--- config.mk ---
export PLATFORM = sky130hd
export DESIGN_NAME = umask_reg
export DESIGN_NICKNAME = d
export VERILOG_FILES = /design/src/rtl/umask_pkg.sv /design/src/rtl/umask_fr_range.sv /design/src/rtl/umask_ctrl_bit.sv /design/src/rtl/umask_sticky_bit.sv /design/src/rtl/umask_reg.sv
export SDC_FILE = /design/constraint.sdc
export NUM_CORES = 1
export LEC_CHECK = 0
export BUFFER_PORTS_ARGS = -buffer_cell sky130_fd_sc_hd__buf_4
export CAP_MARGIN = 40
export CORE_AREA = 10 10 47 49
export CTS_CLUSTER_DIAMETER = 30
export DETAILED_ROUTE_END_ITERATION = 7
export DIE_AREA = 0 0 57 59
export PLACE_DENSITY = 0.49
export SKIP_LAST_GASP = 1
export SYNTH_ARGS = -nofsm -noshare
export SYNTH_HDL_FRONTEND = slang
export SYNTH_SLANG_ARGS = --single-unit
export TNS_END_PERCENT = 20
--- constraint.sdc ---
create_clock -name clk -period 2.05 [get_ports clk]
set_input_delay 0.41 -clock clk [delete_from_list [all_inputs] [get_ports clk]]
set_output_delay 0.41 -clock clk [all_outputs]
set_load 0.02 [all_outputs]
--- src/rtl/umask_pkg.sv ---
`timescale 1ns/1ps
package umask_pkg;

   typedef enum logic [1:0] {
      UM_RSVD      = 2'd0,
      UM_CTRL      = 2'd1,
      UM_STICKY_LO = 2'd2,
      UM_STICKY_HI = 2'd3
   } um_kind_e;

   localparam int UM_PERF_BIT  = 2;
   localparam int UM_ALIGN_BIT = 3;
   localparam int UM_LO_BIT    = 4;
   localparam int UM_HI_BIT    = 5;
   localparam int UM_MIN_W     = 6;

   function automatic um_kind_e um_kind(input int pos);
      um_kind_e k;
      case (pos)
         UM_PERF_BIT, UM_ALIGN_BIT: k = UM_CTRL;
         UM_LO_BIT:                 k = UM_STICKY_LO;
         UM_HI_BIT:                 k = UM_STICKY_HI;
         default:                   k = UM_RSVD;
      endcase
      return k;
   endfunction

endpackage

--- src/rtl/umask_fr_range.sv ---
`timescale 1ns/1ps
module umask_fr_range #(
   parameter int FPR_COUNT   = 128,
   parameter int FIRST_LOWER = 2,
   parameter int FIRST_UPPER = 32,
   parameter int IDX_W       = $clog2(FPR_COUNT)
) (
   input  logic             rpt_valid,
   input  logic             rpt_fp,
   input  logic [IDX_W-1:0] rpt_idx,
   output logic             set_lo,
   output logic             set_hi
);

   localparam logic [IDX_W-1:0] LO_BASE   = IDX_W'(FIRST_LOWER);
   localparam logic [IDX_W-1:0] HI_BASE   = IDX_W'(FIRST_UPPER);
   localparam logic [IDX_W:0]   IDX_LIMIT = (IDX_W+1)'(FPR_COUNT);
   localparam bit   UP_IS_POW2 = (FIRST_UPPER & (FIRST_UPPER - 1)) == 0;
   localparam bit   FULL_BANK  = FPR_COUNT == (1 << IDX_W);
   localparam int   UP_SHIFT   = $clog2(FIRST_UPPER);

   logic rpt_take;
   logic in_lo;
   logic in_hi;

   assign rpt_take = rpt_valid & rpt_fp;

   if (UP_IS_POW2 && FULL_BANK) begin : g_highbit
      // upper bank starts on a power of two and fills the index field:
      // any set bit above the boundary position means an upper register
      logic hi_raw;
      assign hi_raw = |rpt_idx[IDX_W-1:UP_SHIFT];
      assign in_hi  = hi_raw;
      assign in_lo  = !hi_raw && (rpt_idx >= LO_BASE);
   end else begin : g_compare
      assign in_lo = (rpt_idx >= LO_BASE) && (rpt_idx < HI_BASE);
      assign in_hi = (rpt_idx >= HI_BASE) && ({1'b0, rpt_idx} < IDX_LIMIT);
   end

   assign set_lo = rpt_take & in_lo;
   assign set_hi = rpt_take & in_hi;

endmodule

--- src/rtl/umask_ctrl_bit.sv ---
`timescale 1ns/1ps
module umask_ctrl_bit (
   input  logic clk,
   input  logic rst_n,
   input  logic wr_en,
   input  logic wr_val,
   output logic q
);

   always_ff @(posedge clk or negedge rst_n) begin
      if (!rst_n)     q <= 1'b0;
      else if (wr_en) q <= wr_val;
   end

   AST_CTRL_HOLD: assert property (@(posedge clk) disable iff (!rst_n)
      !wr_en |=> $stable(q));

endmodule

--- src/rtl/umask_sticky_bit.sv ---
`timescale 1ns/1ps
module umask_sticky_bit (
   input  logic clk,
   input  logic rst_n,
   input  logic wr_en,
   input  logic wr_val,
   input  logic set_i,
   output logic q
);

   logic base;
   logic q_next;

   // software write replaces the held value; a hardware set always lands
   assign base   = wr_en ? wr_val : q;
   assign q_next = base | set_i;

   always_ff @(posedge clk or negedge rst_n) begin
      if (!rst_n) q <= 1'b0;
      else        q <= q_next;
   end

   AST_STICKY_HOLD: assert property (@(posedge clk) disable iff (!rst_n)
      (q && !wr_en) |=> q);
   AST_WRITE_CLEARS: assert property (@(posedge clk) disable iff (!rst_n)
      (wr_en && !wr_val && !set_i) |=> !q);
   AST_SET_WINS: assert property (@(posedge clk) disable iff (!rst_n)
      set_i |=> q);

endmodule

--- src/rtl/umask_reg.sv ---
`timescale 1ns/1ps
module umask_reg
   import umask_pkg::*;
#(
   parameter int MASK_W      = 8,
   parameter int FPR_COUNT   = 128,
   parameter int FIRST_LOWER = 2,
   parameter int FIRST_UPPER = 32,
   parameter int IDX_W       = $clog2(FPR_COUNT)
) (
   input  logic              clk,
   input  logic              rst_n,
   input  logic              wr_en,
   input  logic [MASK_W-1:0] wr_data,
   input  logic              cmp_valid,
   input  logic              cmp_fp,
   input  logic [IDX_W-1:0]  cmp_reg,
   output logic [MASK_W-1:0] mask_q,
   output logic              perf_mon_en,
   output logic              align_strict
);

   if (MASK_W < UM_MIN_W) begin : g_bad_width
      $error("umask_reg: MASK_W must hold the flag bits");
   end
   if (FIRST_LOWER < 1 || FIRST_LOWER >= FIRST_UPPER) begin : g_bad_lower
      $error("umask_reg: FIRST_LOWER must lie in 1..FIRST_UPPER-1");
   end
   if (FIRST_UPPER >= FPR_COUNT) begin : g_bad_upper
      $error("umask_reg: FIRST_UPPER must be below FPR_COUNT");
   end
   if ((1 << IDX_W) < FPR_COUNT) begin : g_bad_idx
      $error("umask_reg: IDX_W too narrow for FPR_COUNT");
   end

   localparam logic [IDX_W-1:0] LO_BASE = IDX_W'(FIRST_LOWER);
   localparam logic [IDX_W-1:0] HI_BASE = IDX_W'(FIRST_UPPER);

   logic              set_lo;
   logic              set_hi;
   logic [MASK_W-1:0] mask_bits;

   umask_fr_range #(
      .FPR_COUNT  (FPR_COUNT),
      .FIRST_LOWER(FIRST_LOWER),
      .FIRST_UPPER(FIRST_UPPER),
      .IDX_W      (IDX_W)
   ) u_range (
      .rpt_valid(cmp_valid),
      .rpt_fp   (cmp_fp),
      .rpt_idx  (cmp_reg),
      .set_lo   (set_lo),
      .set_hi   (set_hi)
   );

   for (genvar i = 0; i < MASK_W; i++) begin : g_bit
      if (um_kind(i) == UM_CTRL) begin : g_ctrl
         umask_ctrl_bit u_cell (
            .clk   (clk),
            .rst_n (rst_n),
            .wr_en (wr_en),
            .wr_val(wr_data[i]),
            .q     (mask_bits[i])
         );
      end else if (um_kind(i) == UM_STICKY_LO) begin : g_lo
         umask_sticky_bit u_cell (
            .clk   (clk),
            .rst_n (rst_n),
            .wr_en (wr_en),
            .wr_val(wr_data[i]),
            .set_i (set_lo),
            .q     (mask_bits[i])
         );
      end else if (um_kind(i) == UM_STICKY_HI) begin : g_hi
         umask_sticky_bit u_cell (
            .clk   (clk),
            .rst_n (rst_n),
            .wr_en (wr_en),
            .wr_val(wr_data[i]),
            .set_i (set_hi),
            .q     (mask_bits[i])
         );
      end else begin : g_rsvd
         logic unused_rsvd_wr;
         assign unused_rsvd_wr = wr_data[i];
         assign mask_bits[i]   = 1'b0;
      end
   end

   assign mask_q       = mask_bits;
   assign perf_mon_en  = mask_bits[UM_PERF_BIT];
   assign align_strict = mask_bits[UM_ALIGN_BIT];

   AST_WRITE_LOAD: assert property (@(posedge clk) disable iff (!rst_n)
      wr_en |=> (mask_q[UM_ALIGN_BIT:UM_PERF_BIT] == $past(wr_data[UM_ALIGN_BIT:UM_PERF_BIT])));
   AST_LOWER_SET: assert property (@(posedge clk) disable iff (!rst_n)
      (cmp_valid && cmp_fp && cmp_reg >= LO_BASE && cmp_reg < HI_BASE) |=> mask_q[UM_LO_BIT]);
   AST_UPPER_SET: assert property (@(posedge clk) disable iff (!rst_n)
      (cmp_valid && cmp_fp && cmp_reg >= HI_BASE) |=> mask_q[UM_HI_BIT]);
   AST_CONST_REG_QUIET: assert property (@(posedge clk) disable iff (!rst_n)
      (!wr_en && cmp_valid && cmp_fp && cmp_reg < LO_BASE) |=> $stable(mask_q));
   AST_IDLE_STABLE: assert property (@(posedge clk) disable iff (!rst_n)
      (!wr_en && !(cmp_valid && cmp_fp)) |=> $stable(mask_q));

endmodule

==> impl_table.tex <==
\begin{tabular}{lr}
\hline
Metric & Value \\
\hline
\multicolumn{2}{l}{\textbf{Synth}} \\
Fraction of the mapped netlist area in compound gates & 8.586\% \\
Commonest cells in the netlist & sky130\_fd\_sc\_hd\_\_buf\_4, sky130\_fd\_sc\_hd\_\_dfrtp\_1, sky130\_fd\_sc\_hd\_\_mux2\_1, sky130\_fd\_sc\_hd\_\_mux2i\_1 \\
Count leader, synth & sky130\_fd\_sc\_hd\_\_buf\_4 \\
Post-synthesis instance area & approximately 250 um\^{}2 \\
Synthesized-area fraction occupied by xor and xnor cells & 0\% \\
Post-synth EDFFs & 0 \\
Yosys Warn Count & 0 \\
Flip-flop and latch count after synthesis & 4 \\
Unique cell type count in the Yosys netlist & 10 \\
Portion of synthesized cell area occupied by the leading cell type & 40.40\% \\
Arithmetic-cell share of the synthesized area counting full adders, half adders and majority gates & 0\% \\
Gate count after technology mapping & 22 \\
Synth Area per Inst & about 11 um\^{}2 \\
Sequential-to-total area share from yosys stat & between 40\% and 50\% \\
Top post-synthesis cells by area & sky130\_fd\_sc\_hd\_\_dfrtp\_1, sky130\_fd\_sc\_hd\_\_buf\_4, sky130\_fd\_sc\_hd\_\_mux2\_1 \\
Post-Synth Simple-Gate Area & under 10\% \\
Dominant combinational cell family by area after synthesis & buffers and inverters \\
Mux cell area share after synthesis & approximately 17\% \\
Flip-flop cell with the highest count after synthesis & sky130\_fd\_sc\_hd\_\_dfrtp\_1 \\
Biggest area consumer among synthesized cells & sky130\_fd\_sc\_hd\_\_dfrtp\_1 \\
Share of flip-flops with an asynchronous set or reset after synthesis & between 90\% and 100\% \\
\multicolumn{2}{l}{\textbf{Clock tree}} \\
Clock network latency to the later pin of the worst-skew pair & about 230 ps \\
Cell at the root of the clock tree & sky130\_fd\_sc\_hd\_\_clkbuf\_4 \\
TritonCTS clock tree & done \\
CTS H-Tree Depth & 1 \\
Number of buffers inserted during clock tree synthesis & 3 \\
CTS clock-pin slew for the worst setup and hold paths & 40 ps \\
PostCTS Resize Cnt & 0 \\
Max Buffers Root-to-Sink & 2 \\
CTS sink cnt & 4 \\
\multicolumn{2}{l}{\textbf{Power and ir drop}} \\
Switching portion of total power & between 20 and 30\% \\
Pwr per Cell Area & between 600 and 700 mW/mm\^{}2 \\
Relative contribution of the clock network to total power & between 30 and 40\% \\
Internal power summed over all cells & around 0.00019 W \\
Combinational Power Share & between 20\% and 30\% \\
Switching power & a little under 0.00008 W \\
Sequential power share & 34.1\% \\
Leakage power figure & about 0.2 nW \\
Maximum vdd drop & around 200 uV \\
\multicolumn{2}{l}{\textbf{Worst setup path}} \\
Last element of the critical path & perf\_mon\_en \\
Count of buffering cells on the critical path with inverters included & 1 \\
CP Depth & 1 \\
Number of cells on the worst reg-to-reg path & 1 \\
Chain of cells forming the critical path & buf\_4 \\
Slack of the worst reg-to-reg path & 1270 ps \\
Category of the worst setup path launch point & register \\
Cell type group with the largest total delay on the critical path & flip-flops \\
Capture point of the worst reg-to-reg path & g\_bit[3].g\_ctrl.u\_cell.q \\
Required time at the endpoint of the critical path & 1640 ps \\
Cell with the biggest individual delay on the critical path & sky130\_fd\_sc\_hd\_\_dfrtp\_1 \\
Critical path class & register to primary output \\
Element type at the critical path end & primary output \\
Arrival @ worst endpoint & about 800 ps \\
Largest fanout on the critical path & 3 \\
Critical path origin & g\_bit[2].g\_ctrl.u\_cell.q \\
Stage delay of the slowest cell on the critical path & approximately 380 ps \\
Startpoint of the most critical register-to-register path & g\_bit[3].g\_ctrl.u\_cell.q \\
\multicolumn{2}{l}{\textbf{Drt}} \\
1st-pass router iterations & 4 \\
DRC violation count after routing & 0 \\
Final wirelength & between 700 and 800 um \\
Post-detailed-route via-to-cell ratio & 3.860 \\
DRC violation total after the first TritonRoute iteration & 4 \\
Post-detailed-route wirelength per cell & 13.09 um \\
Antenna viol nets, final & 0 \\
Vias after detailed routing & 220 \\
\multicolumn{2}{l}{\textbf{STA}} \\
Post-route clock period utilization & 58.00\% \\
Setup-violating endpoint count in the final report & 0 \\
Setup repair after global routing missed its margin & no \\
Clock period minus final worst setup slack & 1189 ps \\
Total count of max-transition violations in the final report & 0 \\
Setup tns final & 0 ps \\
Worst clock skew & 0 ps \\
Hold violation count in the final report & 0 \\
Max Freq & roughly 840 MHz \\
\multicolumn{2}{l}{\textbf{Place}} \\
Buffers on Ports & 20 \\
Weighted congestion reported at the end of routability-driven placement & roughly 0.60 \\
Cell area after placement & about 370 um\^{}2 \\
Placed wire-length estimate & about 660 um \\
Number of cells after detailed placement & 53 \\
\multicolumn{2}{l}{\textbf{Floorplan}} \\
Core Box Area & between 0.001 and 0.0015 mm\^{}2 \\
Die outline area & $\sim$0.0034 mm\^{}2 \\
Effective utilization at floorplan & $\sim$18\% \\
Die outline height & slightly below 60 um \\
Die width & 57 um \\
I/O Pins & 30 \\
Number of placement rows & 14 \\
\multicolumn{2}{l}{\textbf{Layout}} \\
Post-layout net count & 63 \\
ANT cells & 0 \\
Cell area after layout & roughly 400 um\^{}2 \\
Finished Layout Cells & 57 \\
Area added between synthesis and finish & 62.12\% \\
Share of final-layout standard cells stronger than drive strength 1 & 60.98\% \\
Share of the core filled with cells & between 20 and 30\% \\
\multicolumn{2}{l}{\textbf{GRT}} \\
Initial antenna violation count & 0 \\
Number of global-route vias before repair & between 200 and 300 \\
Largest net degree at the start of global routing & 5 \\
Global Route Usage Sum & slightly below 5\% \\
Residual overflow from global routing & 0 \\
Global-route wire length before repair & around 1100 um \\
\multicolumn{2}{l}{\textbf{Flow run}} \\
Number of violations of the max-capacitance limit & 0 \\
\multicolumn{2}{l}{\textbf{Outcome}} \\
Outcome & finished, final reports clean \\
\multicolumn{2}{l}{\textbf{Worst hold path}} \\
Type of the most critical hold path & primary input to register \\
\hline
\end{tabular}
metal layers:
layer	global-route usage, %	share of wire (%)	routed length, um	vias up
met5	0	0	0	-
met4	4.027	0	0	0
met3	6.223	27	204	0
met2	5.426	35	260	24
met1	4.207	38	281	94
li1	-	-	-	102
cell type report:
type / count / area, um^2
multi-input combinational: 13 / 98.84
tap: 16 / 20.02
sequential: 4 / 100.1
timing repair buffer: 21 / 160.2
clock buffer: 3 / 22.52
fill: 157 / 999.7
cells in the final DEF (no fill, tap or decap), drive strengths merged:
master	n
dlygate4sd3	1
mux2	2
o41ai	1
dfrtp	4
clkbuf	3
mux2i	2
o21ai	1
nor4	1
buf	20
nor2	1
conb	4
nand2	1
power groups by stage:
stage / registers (W) / logic, W / clock network, W
floorplan: 0.0000979 / 0.0000470 / 0
global placement: 0.0000938 / 0.0000811 / 0
detailed placement: 0.0000938 / 0.0000812 / 0
CTS: 0.0000933 / 0.0000824 / 0.000107
global route: 0.0000943 / 0.0000879 / 0.000110
finish: 0.0000933 / 0.0000813 / 0.0000993
kinds of logic after synthesis:
logic type	count (synthesis)
AO/OA/AOI/OAI	2
buffers and inverters	8
flip-flops	4
multiplexers	4
other	1
AND/OR/NAND/NOR	3
what timing repair did:
item,CTS,global route
setup buffers,0,0
setup endpoints to repair,0,0
hold buffers,1,0
endpoints found under the hold margin,4,0
worst min-delay path by stage:
| stage | from | end | slack [ps] | cells past startpoint |
|---|---|---|---|---|
| floorplan | rst_n | g_bit[2].g_ctrl.u_cell.q | 110 | 0 |
| global placement | rst_n | g_bit[5].g_hi.u_cell.q | 210 | 1 |
| detailed placement | rst_n | g_bit[5].g_hi.u_cell.q | 210 | 1 |
| CTS | cmp_reg[6] | g_bit[4].g_lo.u_cell.q | 360 | 2 |
| global route | cmp_reg[6] | g_bit[4].g_lo.u_cell.q | 370 | 2 |
| finish | cmp_reg[6] | g_bit[4].g_lo.u_cell.q | 370 | 2 |
through the flow:
step	total power, W	hold WS (ps)	setup WS [ps]
floorplan	0.0001449	114.4	1018
global placement	0.0001749	210.6	1002
detailed placement	0.0001750	213.1	991.0
CTS	0.0002826	359.0	843.8
global route	0.0002923	370.7	826.3
finish	0.0002739	369.8	860.9
flip-flops by register name, summed over array words and instances, names as in the netlist:
register	count
g_bit.g_ctrl.u_cell.q	2
g_bit.g_hi.u_cell.q	1
g_bit.g_lo.u_cell.q	1
(Power assumes the default switching activity.)
